==> src/rtl/adc_seq_pkg.sv <==
package adc_seq_pkg;
  typedef enum logic [3:0] {
    ST_RST, ST_IDLE, ST_BUSY, ST_RD, ST_WAIT, ST_DONE,
    ST_SB1, ST_SB2, ST_STBY, ST_WK1, ST_WK2
  } seq_st_t;

  // words per frame for a channel-mode code
  function automatic int chan_count(logic [1:0] mode, int nmax);
    case (mode)
      2'b00:   return nmax;
      2'b01:   return (nmax * 3) / 4;
      default: return nmax / 2;
    endcase
  endfunction
endpackage

==> src/rtl/adc_seq_pulse.sv <==
module adc_seq_pulse #(
  parameter int LEN = 10
) (
  input  logic clk,
  input  logic rst,
  input  logic fire,
  output logic pulse
);
  localparam int CW = $clog2(LEN + 1);
  logic [CW-1:0] cnt;

  always_ff @(posedge clk) begin
    if (rst) begin
      cnt   <= '0;
      pulse <= 1'b0;
    end else if (fire) begin
      cnt   <= CW'(LEN);
      pulse <= 1'b1;
    end else if (cnt > CW'(1)) begin
      cnt <= cnt - CW'(1);
    end else if (cnt == CW'(1)) begin
      cnt   <= '0;
      pulse <= 1'b0;
    end
  end
endmodule

==> src/rtl/adc_seq_cfg.sv <==
module adc_seq_cfg #(
  parameter int OS_LEVELS = 7,
  parameter int RW        = 14,
  parameter int LO_MV     = 5000,
  parameter int HI_MV     = 10000
) (
  input  logic                         clk,
  input  logic                         rst,
  input  logic                         accept,
  input  logic                         os_wr,
  input  logic [OS_LEVELS-1:0]         os_ratio,
  input  logic                         range_wr,
  input  logic [RW-1:0]                range_mv,
  input  logic                         force_hi,
  output logic [$clog2(OS_LEVELS)-1:0] os_sel,
  output logic                         range_pin
);
  localparam int SW = $clog2(OS_LEVELS);

  logic          hi_range;
  logic          os_ok;
  logic [SW-1:0] os_code;

  always_comb begin
    os_ok   = 1'b0;
    os_code = '0;
    for (int i = 0; i < OS_LEVELS; i++) begin
      if (os_ratio == OS_LEVELS'(1 << i)) begin
        os_ok   = 1'b1;
        os_code = SW'(i);
      end
    end
  end

  always_ff @(posedge clk) begin
    if (rst) begin
      os_sel    <= '0;
      hi_range  <= 1'b0;
      range_pin <= 1'b0;
    end else begin
      if (accept && os_wr && os_ok)
        os_sel <= os_code;
      if (accept && range_wr && range_mv == RW'(HI_MV))
        hi_range <= 1'b1;
      else if (accept && range_wr && range_mv == RW'(LO_MV))
        hi_range <= 1'b0;
      range_pin <= force_hi | hi_range;
    end
  end
endmodule

==> src/rtl/adc_seq_capture.sv <==
module adc_seq_capture #(
  parameter int NCH = 8,
  parameter int SW  = 16,
  parameter int IW  = 3,
  parameter int CW  = 4
) (
  input  logic              clk,
  input  logic              rst,
  input  logic              wr_en,
  input  logic [IW-1:0]     wr_idx,
  input  logic [SW-1:0]     wr_data,
  input  logic              publish,
  input  logic [CW-1:0]     nch,
  output logic [NCH*SW-1:0] frame_data
);
  logic [SW-1:0] hold [NCH];

  always_ff @(posedge clk) begin
    if (rst) begin
      for (int c = 0; c < NCH; c++) hold[c] <= '0;
      frame_data <= '0;
    end else begin
      if (wr_en) hold[wr_idx] <= wr_data;
      if (publish) begin
        for (int c = 0; c < NCH; c++)
          frame_data[c*SW +: SW] <= (c < int'(nch)) ? hold[c] : '0;
      end
    end
  end
endmodule

==> src/rtl/adc_seq_ctrl.sv <==
module adc_seq_ctrl
  import adc_seq_pkg::*;
#(
  parameter int NCH     = 8,
  parameter int SW      = 16,
  parameter int RST_CYC = 10,
  parameter int TMO_CYC = 1000
) (
  input  logic              clk,
  input  logic              rst,
  input  logic              conv_req,
  input  logic [1:0]        ch_mode,
  input  logic              align_en,
  input  logic              os_wr,
  input  logic [6:0]        os_ratio,
  input  logic              range_wr,
  input  logic [13:0]       range_mv,
  input  logic              stby_enter,
  input  logic              stby_exit,
  input  logic              adc_busy,
  input  logic              adc_frst,
  input  logic              rd_valid,
  input  logic [SW-1:0]     rd_data,
  output logic              adc_reset,
  output logic              adc_convst,
  output logic [2:0]        os_sel,
  output logic              range_pin,
  output logic              stby_n,
  output logic              rd_strobe,
  output logic [NCH*SW-1:0] frame_data,
  output logic              frame_done,
  output logic              frame_err
);
  localparam int IW = (NCH > 1) ? $clog2(NCH) : 1;
  localparam int CW = $clog2(NCH + 1);
  localparam int TW = $clog2(TMO_CYC + 1);

  seq_st_t       st;
  logic [IW-1:0] idx;
  logic [CW-1:0] nch;
  logic [TW-1:0] tmo;
  logic          busy_q;
  logic          rst_fire;
  logic          range_force;
  logic          wr_en;
  logic          publish;
  logic          accept;

  assign wr_en   = (st == ST_WAIT) && rd_valid;
  assign publish = (st == ST_DONE);
  assign accept  = (st == ST_IDLE);

  adc_seq_pulse #(.LEN(RST_CYC)) u_pulse (
    .clk(clk), .rst(rst), .fire(rst_fire), .pulse(adc_reset)
  );

  adc_seq_cfg #(.OS_LEVELS(7), .RW(14), .LO_MV(5000), .HI_MV(10000)) u_cfg (
    .clk(clk), .rst(rst), .accept(accept),
    .os_wr(os_wr), .os_ratio(os_ratio),
    .range_wr(range_wr), .range_mv(range_mv),
    .force_hi(range_force), .os_sel(os_sel), .range_pin(range_pin)
  );

  adc_seq_capture #(.NCH(NCH), .SW(SW), .IW(IW), .CW(CW)) u_cap (
    .clk(clk), .rst(rst), .wr_en(wr_en), .wr_idx(idx), .wr_data(rd_data),
    .publish(publish), .nch(nch), .frame_data(frame_data)
  );

  always_ff @(posedge clk) begin
    if (rst) begin
      st          <= ST_RST;
      rst_fire    <= 1'b1;
      adc_convst  <= 1'b0;
      stby_n      <= 1'b1;
      rd_strobe   <= 1'b0;
      frame_done  <= 1'b0;
      frame_err   <= 1'b0;
      idx         <= '0;
      nch         <= '0;
      tmo         <= '0;
      busy_q      <= 1'b0;
      range_force <= 1'b0;
    end else begin
      rst_fire   <= 1'b0;
      rd_strobe  <= 1'b0;
      frame_done <= 1'b0;
      frame_err  <= 1'b0;
      busy_q     <= adc_busy;
      case (st)
        ST_RST: if (!rst_fire && !adc_reset) st <= ST_IDLE;
        ST_IDLE: begin
          if (stby_enter) begin
            range_force <= 1'b1;
            st          <= ST_SB1;
          end else if (conv_req) begin
            adc_convst <= 1'b1;
            nch        <= CW'(chan_count(ch_mode, NCH));
            tmo        <= '0;
            st         <= ST_BUSY;
          end
        end
        ST_BUSY: begin
          if (busy_q && !adc_busy) begin
            idx <= '0;
            st  <= ST_RD;
          end else if (tmo == TW'(TMO_CYC - 1)) begin
            adc_convst <= 1'b0;
            frame_err  <= 1'b1;
            st         <= ST_IDLE;
          end else begin
            tmo <= tmo + TW'(1);
          end
        end
        ST_RD: begin
          rd_strobe <= 1'b1;
          st        <= ST_WAIT;
        end
        ST_WAIT: begin
          if (rd_valid) begin
            if (align_en && idx == '0 && !adc_frst) begin
              frame_err  <= 1'b1;
              adc_convst <= 1'b0;
              rst_fire   <= 1'b1;
              st         <= ST_RST;
            end else if (int'(idx) == int'(nch) - 1) begin
              st <= ST_DONE;
            end else begin
              idx <= idx + IW'(1);
              st  <= ST_RD;
            end
          end
        end
        ST_DONE: begin
          frame_done <= 1'b1;
          adc_convst <= 1'b0;
          st         <= ST_IDLE;
        end
        ST_SB1: st <= ST_SB2;
        ST_SB2: begin
          stby_n <= 1'b0;
          st     <= ST_STBY;
        end
        ST_STBY: begin
          if (stby_exit) begin
            range_force <= 1'b0;
            st          <= ST_WK1;
          end
        end
        ST_WK1: st <= ST_WK2;
        ST_WK2: begin
          stby_n   <= 1'b1;
          rst_fire <= 1'b1;
          st       <= ST_RST;
        end
        default: st <= ST_IDLE;
      endcase
    end
  end
endmodule

==> config.mk <==
export PLATFORM = sky130hd
export DESIGN_NAME = adc_seq_ctrl
export DESIGN_NICKNAME = d
export VERILOG_FILES = /design/src/rtl/adc_seq_pkg.sv /design/src/rtl/adc_seq_pulse.sv /design/src/rtl/adc_seq_cfg.sv /design/src/rtl/adc_seq_capture.sv /design/src/rtl/adc_seq_ctrl.sv
export SDC_FILE = /design/constraint.sdc
export NUM_CORES = 1
export LEC_CHECK = 0
export ABC_AREA = 1
export CORE_MARGIN = 2
export CORE_UTILIZATION = 30
export CTS_CLUSTER_DIAMETER = 200
export DETAILED_ROUTE_END_ITERATION = 10
export DONT_BUFFER_PORTS = 1
export PLACE_DENSITY = 0.46
export SYNTH_ARGS = -nofsm -noshare
export SYNTH_HDL_FRONTEND = slang
export SYNTH_SLANG_ARGS = --single-unit
==> constraint.sdc <==
create_clock -name clk -period 2 [get_ports clk]
set_input_delay 0.4 -clock clk [delete_from_list [all_inputs] [get_ports clk]]
set_output_delay 0.4 -clock clk [all_outputs]
set_load 0.03 [all_outputs]
# After elaboration in Yosys (flattened, before gate mapping)
# Memory sizes are Yosys's and may differ from the RTL's.
# Index checks and enable logic that the tools add are counted.
# word_totals
ff_bits	167
latchBits	0
mem_bits_ro	0
memories	1
wordCells	186
ram_bits	128
output_inout_bits	138
# classes
mul	0
n_lt_le_gt_ge	9
n_mux	77
shifts	0
eq_ne	39
n_reduce_logical	35
add_sub_neg	4
n_bitwise	2
div	0
# memory_table
name	words	word_bits	rd	rd_clocked_by_memory_dff	wr	line_no	text
u_cap.hold	8	16	8	0	8	adc_seq_capture.sv:16	logic [SW-1:0] hold [NCH];
# ops
cell	n
$mux W16	9
$mux W10	4
$mux W4	10
$pmux W4 S10	1
$mux W1	33
$mux W3	10
$ne A2 B2 Y1 const B	13
$pmux W10 S2	1
$eq A4 B3 Y1 const B	4
$lt A3 B4 Y1 const A	4
$reduce_or A16 Y1	1
$reduce_and A5 Y1	3
$eq A14 B13 Y1 const B	1
$eq A14 B14 Y1 const B	1
$reduce_bool A2 Y1	7
$eq A4 B4 Y1 const B	3
$add A10 B1 Y10 const B	1
$eq A10 B10 Y1 const B	1
$logic_and A1 B1 Y1	10
$eq A4 B1 Y1 const B	2
$eq A4 B2 Y1 const B	2
$lt A1 B4 Y1 const A	2
$lt A2 B4 Y1 const A	2
$pmux W1 S2	4
31 further kinds	37

# Depth between registers and ports, before layout
# logic_depth
word_depth	9
ltp_mapped	12

# Cells and area by module
# Synthesis repeated with hierarchy kept, for this count alone.
# hier_totals
cells_unflattened	1276
area_unflattened_um2	11883.9
# modules_own_cells
mod	cells_per_inst	instances	area_per_inst_um2	seq_area_each_um2
adc_seq_capture	889	1	9399.0	6406.1
adc_seq_ctrl	266	1	1704.1	560.5
adc_seq_cfg	85	1	515.5	100.1
adc_seq_pulse	36	1	265.3	100.1

# Worst setup path after synthesis
# No wires, ideal clock.
# synth_timing
path_type	register to register
start	register st[2]
end	memory u_cap.hold[4][0] (enable)
synth_period_minus_slack_ns	2.009
t_arrival_ns	1.638
slack_ns	-0.009
setup_ns	0.372
required_time_ns	1.628
path_buffers	1
stages_incl_launch_ff	10
cell_sequence	dfxtp_1 inv_2 nor2_2 nand2_2 inv_2 nand3_2 nor2_4 nand2_2 buf_2 nand2_1
# synth_rtl
item	line_no	text
start, declared	adc_seq_ctrl.sv:38	seq_st_t st;
start signal, assigned	adc_seq_ctrl.sv:71	st <= ST_RST;
start signal, assigned	adc_seq_ctrl.sv:90	ST_RST: if (!rst_fire && !adc_reset) st <= ST_IDLE;
start signal, assigned	adc_seq_ctrl.sv:94	st <= ST_SB1;
end, declared	adc_seq_capture.sv:16	

# Final worst setup path
# layout_timing
start	register st[1]
end	register frame_done
# layout_via
elab_chain_len	2
# layout_lines
item	line_no	text
$eq A4 B3 Y1	adc_seq_ctrl.sv:89	case (st)
$mux W1	adc_seq_ctrl.sv:89	
end signal, assigned	adc_seq_ctrl.sv:76	frame_done <= 1'b0;
end signal, assigned	adc_seq_ctrl.sv:86	frame_done <= 1'b0;
end signal, assigned	adc_seq_ctrl.sv:134	frame_done <= 1'b1;
end, declared	adc_seq_ctrl.sv:31	output logic frame_done,
# Every way passes these cells.
# A chain may end at the register's enable or synchronous reset.

==> impl_metrics.yaml <==
clock_tree:
  cts_htree_levels: 2
  path_clk_slew_ns: 0.05
  cts_tree: "built"
  cts_root_buf: "clkbuf_16"
  cts_setup_buffers: 0
  cts-buffers-inserted: 35
  clk_latency_ns: 0.54
  cts_buffer_depth: 3
  cts.sinks: 294
cells_and_area:
  nNetsFinal: 1355
  n_antenna_cell: 0
  final_util_pct: 36.2
  layout.cells.non_filler: 1836
  drive_gt1_share_pct: 9.66
  area_growth_pct: 18.9
route:
  drtPass1Iterations: 7
  drtIter0Drc: 535
  post-route-drc-count: 0
  wl_per_cell_um: 18.5
  finalWirelength_um: 34000
  num_vias: 8559
  vias_per_cell: 4.66
  drtAntennaViolNets: 0
yosys:
  synth.avg_cell_area_um2: 9.02
  synthCells: 1273
  syn-num-nets: 1330
  synth.yosys.seq_area_share_pct: 62.4
  async_reset_ff_share_pct: 0
  syn_area_um2: 11500
  synth-main-ff-cell: "dfxtp_1"
  synth_cell_types: 32
  yosys_register_bits: 294
  synth-edff-count: 128
  ys_warn_count: 0
timing:
  finClkSkew_ns: 0.0178
  rsz0062_at_grt: "yes"
  fin_setup_tns_ns: 0
  worst_slew_pin_slew_ns: 0.681
  finalMaxSlewViolations: 0
  max_freq_ghz: 0.524
  relSlewSlack_pct: 54.5
  hold_violations: 0
  finalCritPeriodShare_pct: 95.3
  fin_crit_ns: 1.91
  setup_viol: 0
grt:
  grt_usage_pct: 16.8
  grt_pass1_vias: 8233
  antenna_found_initial: 0
  grt_start_max_net_pins: 141
  grt.overflow.total: 0
  grt_pass1_wl_um: 49700
hold_path:
  min_path_type: "input pin to flip-flop"
worst_setup_path:
  crit_family: "buffers and inverters"
  crit_chain: "inv_2 -> nand2_2 -> nor2_4 -> inv_4 -> buf_16 -> nor2_1 -> dlygate4sd3_1"
  crit_required_ns: 2.42
  cp.arrival_ns: 2.32
  crit_path_start_kind: "flip-flop"
  end_kind: "flip-flop"
  path_buf_inv: 4
  max_stage_delay_ns: 0.56
  path_max_fanout: 96
  cp_slowest_cell: "dlygate4sd3_1"
  worstSetupPathType: "flip-flop to flip-flop"
placed_design:
  port_buffers: 0
  dp_hpwl_um: 21000
  routabilityCongestion: 0.785
  dp.cells: 1760
outcome:
  status: "complete, no violations"
floorplanning:
  die_h_um: 200
  die_area_um2: 39800
  start_util_pct: 30.5
  core_um2: 37700
  die_width_um: 200
  num_io_pins: 188
  fp-row-count: 71
pwr:
  p_leak_uw: 0.00516
  ir_drop_mv: 0.544
  powerDensity_nw_per_um2: 1090
flow_run:
  max-cap-violations: 0
[stage by stage]
step	setup slack [ns]	hold slack (ns)	instance area [um2]	total power (uW)
CTS	0.0220	-0.0817	13600	15000
finish	0.0933	0.115	13600	14900
global route	-0.000376	0.0993	13600	15600
detailed placement	0.154	0.461	12300	8430
global placement	0.163	0.455	12300	8430
floorplan	-0.00933	0.437	11500	7890
[Yosys cell counts, types with 7 or more instances]
cell,number,area share [%]
nand2_2,12,0.65
a21oi_1,153,6.7
buf_2,30,1.3
o21ai_0,22,0.96
nand3_1,115,5.0
edfxtp_1,128,33
nand2_1,266,8.7
clkbuf_1,34,1.1
inv_1,75,2.5
ha_1,7,0.76
dfxtp_1,166,29
nor3_1,7,0.31
nor2_1,221,7.2
[worst paths after layout]
path                             startpoint                                to  slack [ns]  depth (start not counted)
max                      st[1]$_SDFFE_PP0P_             frame_done$_SDFF_PP0_        0.09                          7
max reg2reg              st[1]$_SDFFE_PP0P_             frame_done$_SDFF_PP0_        0.09                          7
min                             range_mv[3]       u_cfg.hi_range$_SDFFE_PP0P_        0.11                          2
min reg2reg  u_cap.hold[0][4]$_SDFFCE_PN0P_  u_cap.frame_data[4]$_SDFFE_PP0P_        0.48                          2
[power by group]
part	leakage [uW]	switching [uW]	internal, uW	total (uW)
combinational	0.00192	1190	497	1690
clock	0.000578	2560	3930	6490
sequential	0.00266	234	6480	6710
[worst reg2reg max path: stages (launching register included)]
cell           delay [ns]
dfxtp_1              0.39
inv_2                0.10
nand2_2              0.13
nor2_4               0.08
inv_4                0.11
buf_16               0.34
nor2_1               0.09
dlygate4sd3_1        0.56
[layout make-up]
cell class                      instances  area, um2
Fill cell                            3944      24000
Inverter                               81        307
Clock inverter                         10        118
Timing Repair Buffer                   53        619
Multi-Input combinational cell        833       3740
Clock buffer                           54       1060
Sequential cell                       294       7170
Tap cell                              511        639
[cell families after synthesis]
group | Yosys count | synth area share [%]
AND/OR/NAND/NOR | 638 | 23.1
XOR/XNOR | 4 | 0.305
buffers and inverters | 146 | 5.10
AO/OA/AOI/OAI | 184 | 8.34
adder cells (fa/ha/maj) | 7 | 0.763
flip-flops | 294 | 62.4
[layer usage]
metal  share of wire, %  wire [um]  GRT usage, %
met2                 47      15900          27.1
met4                3.1       1050          6.58
met3                6.5       2220          4.12
met1                 44      14900          21.6
met5                  0          0             0
[cell usage in the layout, fill, tap and decap left out, types with 2 or more instances in the layout]
cell / count
o21ai_0: 22
clkinv_2: 4
dlygate4sd3_1: 10
inv_2: 5
inv_1: 75
a211oi_1: 2
buf_16: 2
nand3b_1: 3
a21oi_1: 153
nand2_1: 266
bufinv_16: 2
nor2_1: 219
dfxtp_2: 2
dfxtp_1: 164
edfxtp_1: 128
nand4_1: 2
a21boi_0: 2
nor3_1: 7
ha_1: 7
buf_4: 27
clkbuf_1: 10
or2_2: 2
nor3b_1: 3
nand3_1: 115
nor2_2: 3
nand2_2: 12
clkbuf_8: 7
xnor2_1: 2
nor2_4: 4
inv_4: 2
xor2_1: 2
buf_8: 2
clkbuf_16: 37
buf_12: 11
[state kept, by name, summed over array words and instances, names as in the netlist]
name,flops
rst_fire,1
st,4
frame_err,1
u_pulse.pulse,1
idx,3
rd_strobe,1
busy_q,1
u_cfg.hi_range,1
tmo,10
u_cfg.os_sel,3
frame_done,1
u_cfg.range_pin,1
range_force,1
u_cap.frame_data,128
stby_n,1
adc_convst,1
nch,3
u_pulse.cnt,4
u_cap.hold,128
[repair_timing]
item / 4_1_cts / 5_1_grt
setup endpoints to repair: 0 / 4
gates resized for setup: 0 / 11
hold buffers: 10 / 2
hold endpoints to repair: 140 / 88
No activity file was read; power rests on OpenSTA's default activity.
